**src/rtl/scc_regs_pkg.sv**
```systemverilog
package scc_regs_pkg;
  localparam int DW   = 8;
  localparam int NREG = 16;
  localparam int PW   = 4;
  localparam int NCH  = 2;

  localparam logic [3:0] RA_STAT  = 4'd0;
  localparam logic [3:0] RA_SPC   = 4'd1;
  localparam logic [3:0] RA_VEC   = 4'd2;
  localparam logic [3:0] RA_IRQ   = 4'd3;
  localparam logic [3:0] RA_M4    = 4'd4;
  localparam logic [3:0] RA_M5    = 4'd5;
  localparam logic [3:0] RA_SYNC  = 4'd7;
  localparam logic [3:0] RA_DATA  = 4'd8;
  localparam logic [3:0] RA_MSTR  = 4'd9;
  localparam logic [3:0] RA_M11   = 4'd11;
  localparam logic [3:0] RA_T12   = 4'd12;
  localparam logic [3:0] RA_T13   = 4'd13;
  localparam logic [3:0] RA_PLL   = 4'd14;
  localparam logic [3:0] RA_XCTL  = 4'd15;

  localparam logic [3:0] WA_RXC   = 4'd3;
  localparam logic [3:0] WA_AUX   = 4'd10;
  // storage slot of the option register (write address 8 is never stored)
  localparam logic [3:0] ALT_SLOT = 4'd8;

  localparam int BANK_BIT = 0;
  localparam int EXT_BIT  = 6;

  localparam logic [7:0] PLL_KEEP  = 8'h1F;
  localparam logic [7:0] MSTR_KEEP = 8'h3F;
endpackage

```
**src/rtl/scc_ptr_ctrl.sv**
```systemverilog
module scc_ptr_ctrl #(
  parameter int NCH = 2,
  parameter int PW  = 4,
  localparam int CW = (NCH > 1) ? $clog2(NCH) : 1
) (
  input  logic                    clk_i,
  input  logic                    rst_i,
  input  logic                    acc_valid_i,
  input  logic                    acc_write_i,
  input  logic                    acc_dport_i,
  input  logic [CW-1:0]           acc_chan_i,
  input  logic [PW-1:0]           wdata_lo_i,
  output logic [NCH-1:0][PW-1:0]  ptr_o
);
  for (genvar c = 0; c < NCH; c++) begin : g_ch
    logic hit;
    assign hit = acc_valid_i && !acc_dport_i && (acc_chan_i == CW'(c));
    always_ff @(posedge clk_i) begin
      if (rst_i) begin
        ptr_o[c] <= '0;
      end else if (hit) begin
        if (acc_write_i && (ptr_o[c] == '0)) ptr_o[c] <= wdata_lo_i;
        else                                 ptr_o[c] <= '0;
      end
    end
  end
endmodule

```
**src/rtl/scc_wreg_bank.sv**
```systemverilog
module scc_wreg_bank #(
  parameter int NCH  = 2,
  parameter int NREG = 16,
  parameter int DW   = 8,
  localparam int AW  = $clog2(NREG),
  localparam int CW  = (NCH > 1) ? $clog2(NCH) : 1
) (
  input  logic                               clk_i,
  input  logic                               rst_i,
  input  logic                               we_i,
  input  logic [CW-1:0]                      ch_i,
  input  logic [AW-1:0]                      addr_i,
  input  logic [DW-1:0]                      wdata_i,
  output logic [NCH-1:0][NREG-1:0][DW-1:0]   regs_o
);
  for (genvar c = 0; c < NCH; c++) begin : g_bank
    always_ff @(posedge clk_i) begin
      if (rst_i)                          regs_o[c] <= '0;
      else if (we_i && ch_i == CW'(c))    regs_o[c][addr_i] <= wdata_i;
    end
  end
endmodule

```
**src/rtl/scc_read_mux.sv**
```systemverilog
module scc_read_mux
  import scc_regs_pkg::*;
#(
  parameter int NCH   = 2,
  parameter int NREG  = 16,
  parameter int DW    = 8,
  parameter int NIRQ  = 6,
  parameter int NVEC  = 3,
  localparam int AW   = $clog2(NREG),
  localparam int CW   = (NCH > 1) ? $clog2(NCH) : 1
) (
  input  logic [CW-1:0]                     ch_i,
  input  logic [AW-1:0]                     ptr_i,
  input  logic                              dport_i,
  input  logic [NCH-1:0][NREG-1:0][DW-1:0]  regs_i,
  input  logic [NCH*DW-1:0]                 stat_i,
  input  logic [NCH*DW-1:0]                 spc_i,
  input  logic [NCH*DW-1:0]                 rx_i,
  input  logic [NIRQ-1:0]                   irq_i,
  input  logic [NVEC-1:0]                   vec_i,
  output logic [DW-1:0]                     rdata_o
);
  logic [NREG-1:0][DW-1:0] cur;
  logic                    ext;
  logic [DW-1:0]           stat_b, spc_b, rx_b;

  always_comb begin
    cur    = regs_i[ch_i];
    ext    = cur[ALT_SLOT][EXT_BIT];
    stat_b = stat_i[int'(ch_i)*DW +: DW];
    spc_b  = spc_i[int'(ch_i)*DW +: DW];
    rx_b   = rx_i[int'(ch_i)*DW +: DW];
    rdata_o = '0;
    if (dport_i) begin
      rdata_o = rx_b;
    end else begin
      case (ptr_i)
        RA_STAT: rdata_o = stat_b;
        RA_SPC:  rdata_o = spc_b;
        RA_VEC:  rdata_o = (ch_i == '0) ? cur[RA_VEC]
                         : {cur[RA_VEC][DW-1:NVEC+1], vec_i, cur[RA_VEC][0]};
        RA_IRQ:  rdata_o = (ch_i == '0) ? DW'(irq_i) : '0;
        RA_M4:   rdata_o = ext ? cur[RA_M4] : '0;
        RA_M5:   rdata_o = ext ? cur[RA_M5] : '0;
        RA_DATA: rdata_o = rx_b;
        RA_MSTR: rdata_o = ext ? cur[WA_RXC] : '0;
        RA_M11:  rdata_o = ext ? cur[WA_AUX] : '0;
        RA_T12, RA_T13, RA_XCTL: rdata_o = cur[ptr_i];
        default: rdata_o = '0;
      endcase
    end
  end
endmodule

```
**src/rtl/scc_regfile.sv**
```systemverilog
module scc_regfile
  import scc_regs_pkg::*;
#(
  parameter int NCH  = scc_regs_pkg::NCH,
  parameter int NREG = scc_regs_pkg::NREG,
  parameter int DW   = scc_regs_pkg::DW,
  parameter int NIRQ = 6,
  parameter int NVEC = 3,
  localparam int PW  = $clog2(NREG),
  localparam int CW  = (NCH > 1) ? $clog2(NCH) : 1
) (
  input  logic               clk_i,
  input  logic               rst_i,
  input  logic               acc_valid_i,
  input  logic               acc_write_i,
  input  logic               acc_dport_i,
  input  logic [CW-1:0]      acc_chan_i,
  input  logic [DW-1:0]      acc_wdata_i,
  input  logic [NCH*DW-1:0]  stat_i,
  input  logic [NCH*DW-1:0]  spc_i,
  input  logic [NCH*DW-1:0]  rx_data_i,
  input  logic [NIRQ-1:0]    irq_pend_i,
  input  logic [NVEC-1:0]    vec_stat_i,
  output logic               rd_valid_o,
  output logic [DW-1:0]      rd_data_o,
  output logic               tx_load_o,
  output logic [DW-1:0]      tx_data_o,
  output logic [CW-1:0]      tx_chan_o,
  output logic               cmd_valid_o,
  output logic [3:0]         cmd_code_o,
  output logic [CW-1:0]      cmd_chan_o,
  output logic [1:0]         rst_req_o,
  output logic [2:0]         pll_cmd_o,
  output logic [CW-1:0]      pll_chan_o,
  output logic [DW-1:0]      shared_cfg_o
);
  logic [NCH-1:0][PW-1:0]           ptr_q;
  logic [NCH-1:0][NREG-1:0][DW-1:0] regs;
  logic [PW-1:0]                    cur_ptr;
  logic                             ctl_wr, ctl_rd, ptr_load, reg_wr;
  logic                             bank_we, do_tx, do_mstr, do_pll;
  logic [PW-1:0]                    bank_addr;
  logic [DW-1:0]                    bank_data, rd_next;

  scc_ptr_ctrl #(.NCH(NCH), .PW(PW)) u_ptr (
    .clk_i       (clk_i),
    .rst_i       (rst_i),
    .acc_valid_i (acc_valid_i),
    .acc_write_i (acc_write_i),
    .acc_dport_i (acc_dport_i),
    .acc_chan_i  (acc_chan_i),
    .wdata_lo_i  (acc_wdata_i[PW-1:0]),
    .ptr_o       (ptr_q)
  );

  always_comb begin
    cur_ptr  = ptr_q[acc_chan_i];
    ctl_wr   = acc_valid_i && !acc_dport_i && acc_write_i;
    ctl_rd   = acc_valid_i && !acc_dport_i && !acc_write_i;
    ptr_load = ctl_wr && (cur_ptr == '0);
    reg_wr   = ctl_wr && (cur_ptr != '0);
    do_tx    = (acc_valid_i && acc_dport_i && acc_write_i) || (reg_wr && cur_ptr == RA_DATA);
    do_mstr  = reg_wr && (cur_ptr == RA_MSTR);
    do_pll   = reg_wr && (cur_ptr == RA_PLL);
    bank_we  = reg_wr && (cur_ptr != RA_DATA) && (cur_ptr != RA_MSTR);
    bank_addr = cur_ptr;
    if (cur_ptr == RA_SYNC && regs[acc_chan_i][RA_XCTL][BANK_BIT]) bank_addr = ALT_SLOT;
    bank_data = do_pll ? (acc_wdata_i & PLL_KEEP) : acc_wdata_i;
  end

  scc_wreg_bank #(.NCH(NCH), .NREG(NREG), .DW(DW)) u_bank (
    .clk_i   (clk_i),
    .rst_i   (rst_i),
    .we_i    (bank_we),
    .ch_i    (acc_chan_i),
    .addr_i  (bank_addr),
    .wdata_i (bank_data),
    .regs_o  (regs)
  );

  scc_read_mux #(.NCH(NCH), .NREG(NREG), .DW(DW), .NIRQ(NIRQ), .NVEC(NVEC)) u_rmux (
    .ch_i    (acc_chan_i),
    .ptr_i   (cur_ptr),
    .dport_i (acc_dport_i),
    .regs_i  (regs),
    .stat_i  (stat_i),
    .spc_i   (spc_i),
    .rx_i    (rx_data_i),
    .irq_i   (irq_pend_i),
    .vec_i   (vec_stat_i),
    .rdata_o (rd_next)
  );

  always_ff @(posedge clk_i) begin
    if (rst_i) begin
      rd_valid_o   <= 1'b0;
      rd_data_o    <= '0;
      tx_load_o    <= 1'b0;
      tx_data_o    <= '0;
      tx_chan_o    <= '0;
      cmd_valid_o  <= 1'b0;
      cmd_code_o   <= '0;
      cmd_chan_o   <= '0;
      rst_req_o    <= '0;
      pll_cmd_o    <= '0;
      pll_chan_o   <= '0;
      shared_cfg_o <= '0;
    end else begin
      rd_valid_o  <= acc_valid_i && !acc_write_i;
      rd_data_o   <= (acc_valid_i && !acc_write_i) ? rd_next : '0;
      tx_load_o   <= do_tx;
      tx_data_o   <= do_tx ? acc_wdata_i : '0;
      tx_chan_o   <= do_tx ? acc_chan_i : '0;
      cmd_valid_o <= ptr_load && (acc_wdata_i[7:4] != 4'h0);
      cmd_code_o  <= ptr_load ? acc_wdata_i[7:4] : 4'h0;
      cmd_chan_o  <= (ptr_load && acc_wdata_i[7:4] != 4'h0) ? acc_chan_i : '0;
      rst_req_o   <= do_mstr ? acc_wdata_i[7:6] : 2'b00;
      pll_cmd_o   <= do_pll ? acc_wdata_i[7:5] : 3'b000;
      pll_chan_o  <= (do_pll && acc_wdata_i[7:5] != 3'b000) ? acc_chan_i : '0;
      if (do_mstr) shared_cfg_o <= acc_wdata_i & MSTR_KEEP;
    end
  end

  logic unused_rd;
  assign unused_rd = ctl_rd;
endmodule

```
**config.mk**
```make
export PLATFORM = sky130hd
export DESIGN_NAME = scc_regfile
export DESIGN_NICKNAME = d
export VERILOG_FILES = /design/src/rtl/scc_regs_pkg.sv /design/src/rtl/scc_ptr_ctrl.sv /design/src/rtl/scc_wreg_bank.sv /design/src/rtl/scc_read_mux.sv /design/src/rtl/scc_regfile.sv
export SDC_FILE = /design/constraint.sdc
export NUM_CORES = 1
export LEC_CHECK = 0
export BUFFER_PORTS_ARGS = -buffer_cell sky130_fd_sc_hd__buf_2
export CORE_UTILIZATION = 25
export CTS_CLUSTER_DIAMETER = 40
export DETAILED_ROUTE_END_ITERATION = 10
export GPL_ROUTABILITY_DRIVEN = 0
export PLACE_DENSITY = 0.53
export REMOVE_ABC_BUFFERS = 1
export SLEW_MARGIN = 0
export SYNTH_ARGS = -nofsm -noshare
export SYNTH_HDL_FRONTEND = slang
export SYNTH_SLANG_ARGS = --single-unit
export TNS_END_PERCENT = 10
```
**constraint.sdc**
```tcl
create_clock -name clk_i -period 2.4 [get_ports clk_i]
set_clock_uncertainty 0.15 [all_clocks]
set_input_delay 0.48 -clock clk_i [delete_from_list [all_inputs] [get_ports clk_i]]
set_output_delay 0.48 -clock clk_i [all_outputs]
set_load 0.1 [all_outputs]
```
After elaboration in Yosys (flattened, before gate mapping)
Cells that the tools add are included.
- $lt $le $gt $ge: 4
- eq/ne operators: 15
- shift operators: 3
- muxes and demuxes: 22
- bitwise operators: 8
- reductions and logical operators: 39
- operators by type and width (cell ; number):
    $bwmux W128 ; 2
    $mux W128 ; 2
    $pmux W8 S10 ; 1
    $mux W8 ; 8
    $shiftx A16 B5 Y8 ; 3
    $bmux W8 S4 ; 1
    $demux W8 S4 ; 1
    $eq A4 B4 Y1 const B ; 7
    $mux W4 ; 6
    $logic_and A1 B1 Y1 ; 22
    $reduce_or A2 Y1 ; 7
    $eq A4 B3 Y1 const B ; 3
    $logic_not A4 Y1 ; 3
    $lt A4 B5 Y1 const B ; 2
    $eq A4 B2 Y1 const B ; 2
    $ne A4 B4 Y1 const B ; 2
    $not A1 Y1 ; 8
    $reduce_bool A4 Y1 ; 2
    $mux W6 ; 1
    $eq A4 B1 Y1 const B ; 1
    $ge A4 B1 Y1 const B ; 1
    $reduce_bool A3 Y1 ; 1
    $reduce_or A3 Y1 ; 1
    $logic_not A1 Y1 ; 2
    other kinds (2) ; 2
- bits in registers: 301
- bits of input ports: 71
- logic and storage cells: 137

Logic depth before layout (Yosys ltp)
- word-level depth: 10
- depth in mapped cells: 11
- gate-level depth less buffers: 6

Hierarchy
Synthesis repeated with hierarchy kept, for this count alone.
- cells, all modules: 1244
- area, all modules: 13593.0 µm²
- modules (own cells, without submodules) (module ; instances ; cells an instance ; area each (µm²)):
    scc_wreg_bank ; 1 ; 884 ; 9943.3
    scc_read_mux ; 1 ; 171 ; 1843.0
    scc_regfile ; 1 ; 145 ; 1440.1
    scc_ptr_ctrl ; 1 ; 44 ; 366.6

Worst setup path before layout
Ideal clock, no wire load.
- kind: input to register
- from: input port acc_chan_i
- to: register rd_data_o[5]
- arrival time: 2.185 ns
- slack: -0.060 ns
- cell stages on the path: 8
- buffers on the path: 4
- cell sequence: buf_4 -> buf_6 -> buf_4 -> buf_2 -> mux2_2 -> a222oi_1 -> a31oi_1 -> a2111o_1
- word-level cells in the longest chain between the ends: 6
- elaborated cells between the ends (all ways): 29
- those cells by class: eq/ne: 11; shift: 3; mux: 13; reduce/logical: 2
- RTL lines (item ; RTL line ; source):
    start: declaration ; scc_regfile.sv:17 ; input logic [CW-1:0] acc_chan_i,
    $mux W128 (not written as such) / $mux W4 (equally long branches) (2 in a row) ; scc_read_mux.sv:28, scc_regfile.sv:57 ;
    $bmux W8 S4 / $eq A4 B4 Y1 (equally long branches) ; scc_read_mux.sv:48, scc_read_mux.sv:37 ;
    $mux W8 (not written as such) / $reduce_or A3 Y1 (equally long branches) ; scc_read_mux.sv:48, scc_read_mux.sv:37 ;
    $pmux W8 S10 ; scc_read_mux.sv:37 ; case (ptr_i)
    $mux W8 (*) ; scc_read_mux.sv:34 ; if (dport_i) begin
    end signal: assignment ; scc_regfile.sv:110 ; rd_data_o <= (acc_valid_i && !acc_write_i) ? rd_next : '0;
    end: declaration ; scc_regfile.sv:25 ; output logic [DW-1:0] rd_data_o,
Every way passes the cells marked *; elsewhere a longest branch is shown, timed or not. The select of a mux whose other input is x is not followed.
A chain may end at the register's enable or synchronous reset.

Worst setup path in the final report
- from: register u_ptr.ptr_o[4] in the netlist's numbering
- to: register rd_data_o[4]
- word-level cells in the longest chain between the ends: 6
- elaborated cells between the ends (all ways): 19
- those cells by class: eq/ne: 11; mux: 6; reduce/logical: 2
- RTL lines (item ; RTL line ; source):
    start: declaration ; scc_ptr_ctrl.sv:13 ; output logic [NCH-1:0][PW-1:0] ptr_o
    start signal: indexed assignment ; scc_ptr_ctrl.sv:20 ; ptr_o[c] <= '0;
    start signal: indexed assignment ; scc_ptr_ctrl.sv:23 ; else ptr_o[c] <= '0;
    $mux W4 (not written as such) (*) (2 in a row) ; scc_regfile.sv:57 ; cur_ptr = ptr_q[acc_chan_i];
    $bmux W8 S4 / $eq A4 B4 Y1 (equally long branches) ; scc_read_mux.sv:48, scc_read_mux.sv:37 ;
    $mux W8 (not written as such) / $reduce_or A3 Y1 (equally long branches) ; scc_read_mux.sv:48, scc_read_mux.sv:37 ;
    $pmux W8 S10 (*) ; scc_read_mux.sv:37 ;
    $mux W8 (*) ; scc_read_mux.sv:34 ;
Marks and branches as above.

==> flow_summary.html <==
<table>
<tr><th>Metric</th><th>Value</th></tr>
<tr><th colspan="2">Status</th></tr>
<tr><td>Outcome</td><td>finished clean</td></tr>
<tr><th colspan="2">Critical path</th></tr>
<tr><td>Slowest CP cell</td><td>a2111o_1</td></tr>
<tr><td>FF-to-FF path depth</td><td>8</td></tr>
<tr><td>Worst reg-to-reg setup slack</td><td>50 ps</td></tr>
<tr><td>Worst r2r src</td><td>u_ptr.ptr_o[4]$_SDFFE_PP0P_</td></tr>
<tr><td>Worst setup path category</td><td>reg -&gt; reg</td></tr>
<tr><td>Startpoint type of the worst setup path</td><td>flop</td></tr>
<tr><td>Critical Path Max Stage Delay</td><td>400 ps</td></tr>
<tr><td>Crit path capture type</td><td>flop</td></tr>
<tr><td>Kind of cell with the highest combined delay on the critical path</td><td>compound AO/OA/AOI/OAI gates</td></tr>
<tr><td>Chain of cells forming the critical path</td><td>buf_4 -&gt; and3_2 -&gt; buf_4 -&gt; a22oi_1 -&gt; nand2_1 -&gt; a22oi_1 -&gt; a31oi_1 -&gt; a2111o_1</td></tr>
<tr><td>Critical path buffers and inverters</td><td>2</td></tr>
<tr><td>Crit Path Max Fanout</td><td>7</td></tr>
<tr><td>Arrival time at the worst endpoint</td><td>2530 ps</td></tr>
<tr><td>Endpoint of the worst register-to-register path</td><td>rd_data_o[4]$_SDFF_PP0_</td></tr>
<tr><td>Worst path required time</td><td>2580 ps</td></tr>
<tr><th colspan="2">Drt</th></tr>
<tr><td>Total vias in the final route</td><td>8335</td></tr>
<tr><td>Number of detailed-route iterations in the first pass</td><td>6</td></tr>
<tr><td>Vias per std cell</td><td>4.95</td></tr>
<tr><td>Routed length per instance</td><td>19.3 um</td></tr>
<tr><td>Final wirelength</td><td>32.5 mm</td></tr>
<tr><td># DRC</td><td>0</td></tr>
<tr><td>DRT iter0 DRCs</td><td>705</td></tr>
<tr><td>Post-DRT Antenna Nets</td><td>0</td></tr>
<tr><th colspan="2">Global route</th></tr>
<tr><td>Maximum number of pins on one net before global-route repair</td><td>122</td></tr>
<tr><td>Total Routing Usage GR</td><td>17.3%</td></tr>
<tr><td>Met1 demand-to-capacity share in global routing</td><td>23.7%</td></tr>
<tr><td>Met3 Resource Use GR</td><td>2.79%</td></tr>
<tr><td>Total overflow reported by the global router</td><td>0</td></tr>
<tr><td>Most utilized layer in the global route result</td><td>met2</td></tr>
<tr><td>Via count of the first global-routing pass</td><td>8061</td></tr>
<tr><td>Met2 track demand over resource</td><td>27.8%</td></tr>
<tr><td>Initial antenna violation count</td><td>0</td></tr>
<tr><td>First-pass GRT wire length</td><td>49.6 mm</td></tr>
<tr><th colspan="2">Power</th></tr>
<tr><td>Max IR drop VDD</td><td>0.438 mV</td></tr>
<tr><td>P per Cell Area</td><td>576 mW/mm^2</td></tr>
<tr><td>P_leak</td><td>4.71 nW</td></tr>
<tr><td>Total Power</td><td>6.75 mW</td></tr>
<tr><th colspan="2">Finish</th></tr>
<tr><td>Area taken by multi-input logic gates</td><td>0.00482 mm^2</td></tr>
<tr><td>Layout cell share with drive strength beyond 1</td><td>28.3%</td></tr>
<tr><td>Nets@finish</td><td>1282</td></tr>
<tr><td>Layout-stage area growth over the synthesis result</td><td>27.6%</td></tr>
<tr><td>Post-route cell area</td><td>0.0117 mm^2</td></tr>
<tr><td>Utilization after layout</td><td>32.7%</td></tr>
<tr><td>Diode insertion count for antenna repair</td><td>0</td></tr>
<tr><td>Reg area</td><td>0.00393 mm^2</td></tr>
<tr><td>Fillers</td><td>3691</td></tr>
<tr><td>Non-filler instance count after layout</td><td>1685</td></tr>
<tr><th colspan="2">Placed design</th></tr>
<tr><td>Pre-CTS setup slack</td><td>-287 ps</td></tr>
<tr><td>Count of buffers from port buffering</td><td>107</td></tr>
<tr><td>Total placed instance area</td><td>0.0111 mm^2</td></tr>
<tr><td># placed instances</td><td>1653</td></tr>
<tr><td>Post-detail-place hpwl</td><td>23.8 mm</td></tr>
<tr><th colspan="2">STA</th></tr>
<tr><td>Normalized max-slew margin</td><td>46.6%</td></tr>
<tr><td>Final setup fails</td><td>0</td></tr>
<tr><td>Fmax</td><td>425 MHz</td></tr>
<tr><td>Final Hold Fails</td><td>0</td></tr>
<tr><td>Least setup slack across all paths after layout</td><td>47.6 ps</td></tr>
<tr><td>RSZ-0062 raised after global routing</td><td>no</td></tr>
<tr><td>Total negative slack</td><td>0 ps</td></tr>
<tr><td>Hold Slack</td><td>184 ps</td></tr>
<tr><td>Post-route clock period utilization</td><td>98.0%</td></tr>
<tr><td>Worst-Margin Slew</td><td>801 ps</td></tr>
<tr><td>Pins Over Slew Limit</td><td>0</td></tr>
<tr><td>Tmin final</td><td>2350 ps</td></tr>
<tr><th colspan="2">Clock tree</th></tr>
<tr><td>Clock-pin slew reported for the worst setup and hold paths after clock tree synthesis</td><td>80 ps</td></tr>
<tr><td>Clock tree from TritonCTS</td><td>yes</td></tr>
<tr><td>Bufs on Longest Clock Path</td><td>2</td></tr>
<tr><td>Skew-Pair Late Insertion Delay</td><td>440 ps</td></tr>
<tr><td>CTS HTree Levels</td><td>4</td></tr>
<tr><td>Number of buffers created by CTS</td><td>17</td></tr>
<tr><td># Post-CTS Setup Buffers</td><td>0</td></tr>
<tr><td>Hold-fix buffers at CTS</td><td>0</td></tr>
<tr><td>CTS Root Cell</td><td>clkbuf_16</td></tr>
<tr><td>Sink count of the clock tree</td><td>196</td></tr>
<tr><th colspan="2">Synth</th></tr>
<tr><td>Async set-or-reset flop fraction in the synthesized netlist</td><td>0%</td></tr>
<tr><td>Synthesized instance count</td><td>1038</td></tr>
<tr><td>Primary flip-flop cell chosen by synthesis mapping</td><td>dfxtp_1</td></tr>
<tr><td>Netlist area before placement</td><td>0.00918 mm^2</td></tr>
<tr><td>Flip-flop and latch count after synthesis</td><td>196</td></tr>
<tr><td>Yosys warnings</td><td>0</td></tr>
<tr><td>EDFF count, synth</td><td>0</td></tr>
<tr><td>Number of library cell types mapped by synthesis</td><td>69</td></tr>
<tr><td>Average footprint of a synthesized cell</td><td>8.84 um^2</td></tr>
<tr><td>Proportion of synthesized chip area in sequential cells</td><td>42.8%</td></tr>
<tr><th colspan="2">Floorplanning</th></tr>
<tr><td>Initial standard-cell utilization of the core</td><td>25.6%</td></tr>
<tr><td>Std-Cell Rows</td><td>69</td></tr>
<tr><td>DIE WIDTH</td><td>194 um</td></tr>
<tr><td>Die H</td><td>194 um</td></tr>
<tr><td>Floorplan Core Area</td><td>0.0358 mm^2</td></tr>
<tr><td>Die ar.</td><td>0.0375 mm^2</td></tr>
<tr><td>Io pins</td><td>110</td></tr>
<tr><th colspan="2">Worst hold path</th></tr>
<tr><td>Hold Path End</td><td>pll_cmd_o[2]$_SDFF_PP0_</td></tr>
<tr><td>Min-Delay Startpoint</td><td>acc_wdata_i[7]</td></tr>
<tr><td>Tightest Hold Check Type</td><td>in -&gt; reg</td></tr>
<tr><td>Number of cells on the worst hold path</td><td>2</td></tr>
<tr><th colspan="2">Flow run</th></tr>
<tr><td>Maxcap violations</td><td>0</td></tr>
</table>
-- timing repair --
item / CTS / global route
gates resized for setup: 3 / 10
endpoints found under the setup margin: 1 / 67
pin swaps: 0 / 2
-- synthesized netlist by cell type (all sizes together) (13+ instances only) --
| library cell | n | area share (%) |
|---|---|---|
| dfxtp | 196 | 43 |
| mux2i | 129 | 14 |
| nor2 | 127 | 5.5 |
| nand2 | 107 | 4.4 |
| a21oi | 74 | 4.1 |
| clkbuf | 69 | 2.8 |
| o21ai | 67 | 3.7 |
| buf | 34 | 2.1 |
| a22oi | 27 | 2.2 |
| and2 | 23 | 1.6 |
| nand3 | 18 | 1.2 |
| nor3 | 14 | 1.5 |
| mux2 | 13 | 1.6 |
| nor3b | 13 | 1.2 |
-- cell type report --
| cell class | count | share of cell area [%] |
|---|---|---|
| Multi-Input combinational cell | 739 | 41.2 |
| Sequential cell | 196 | 33.5 |
| Timing Repair Buffer | 256 | 15.4 |
| Tap cell | 461 | 4.92 |
| Clock buffer | 20 | 3.98 |
| Clock inverter | 12 | 0.929 |
| Inverter | 1 | 0.0320 |
-- state kept, by name, summed over array words and instances (netlist names) --
register and count:
cmd_chan_o 1, cmd_code_o 4, cmd_valid_o 1, pll_chan_o 1
pll_cmd_o 3, rd_data_o 8, rd_valid_o 1, rst_req_o 2
shared_cfg_o 6, tx_chan_o 1, tx_data_o 8, tx_load_o 1
u_bank.regs_o 151, u_ptr.ptr_o 8
-- worst max-delay path by stage --
stage,start,to,slack (ps),cells after the start
global route,u_ptr.ptr_o[5]$_SDFFE_PP0P_,u_bank.regs_o[213]$_SDFFE_PP0P_,20,8
finish,u_ptr.ptr_o[4]$_SDFFE_PP0P_,rd_data_o[4]$_SDFF_PP0_,50,8
detailed placement,acc_chan_i,rd_data_o[4]$_SDFF_PP0_,-290,9
CTS,u_ptr.ptr_o[4]$_SDFFE_PP0P_,rd_data_o[4]$_SDFF_PP0_,2,7
floorplan,u_ptr.ptr_o[0]$_SDFFE_PP0P_,u_bank.regs_o[86]$_SDFFE_PP0P_,-1250,6
global placement,acc_chan_i,rd_data_o[1]$_SDFF_PP0_,-320,8
-- per-layer routing --
metal | wire length, um | share of wire (%)
met1 | 15200 | 47
met2 | 15100 | 46
met4 | 635 | 2.0
met3 | 1560 | 4.8
met5 | 0 | 0
-- cells in the final DEF, fill, tap and decap left out, types with 5 or more instances in the layout --
| master | Yosys | routed |
|---|---|---|
| dfxtp_1 | 196 | 192 |
| a31oi_1 | 8 | 8 |
| nor2_1 | 122 | 121 |
| mux2_2 | 13 | 13 |
| a221oi_1 | 9 | 8 |
| nor3_4 | 6 | 6 |
| and2_1 | 23 | 23 |
| or2_2 | 7 | 7 |
| clkbuf_16 | 0 | 17 |
| buf_4 | 7 | 138 |
| o22ai_1 | 11 | 11 |
| nor3_1 | 8 | 7 |
| and3b_1 | 6 | 5 |
| a22oi_1 | 27 | 27 |
| a21oi_1 | 73 | 73 |
| inv_6 | 0 | 5 |
| nand2b_1 | 7 | 7 |
| nand2_1 | 106 | 106 |
| mux2i_1 | 129 | 128 |
| buf_2 | 22 | 106 |
| nor3b_1 | 11 | 11 |
| o21ai_0 | 64 | 63 |
| nor2b_1 | 8 | 8 |
| a22o_1 | 8 | 8 |
| buf_12 | 0 | 12 |
| nand3_1 | 14 | 14 |
-- power by group --
part           switching (mW)  total, mW  internal, mW
Sequential            0.00976       3.27          3.26
Combinational           0.405      0.604         0.199
Clock                    1.42       2.87          1.46
Total                    1.83       6.75          4.92
-- kinds of logic (layout without fill, tap and decap cells) --
kind of cell           after synthesis  after routing  synth area share (%)
flip-flops                         196            196                  42.8
other                                1              2                0.0409
multiplexers                       146            146                  16.6
AND/OR/NAND/NOR                    354            354                  19.4
AO/OA/AOI/OAI                      237            237                  16.2
buffers and inverters              104            289                  5.00
Power figures use the tool's default switching activity.
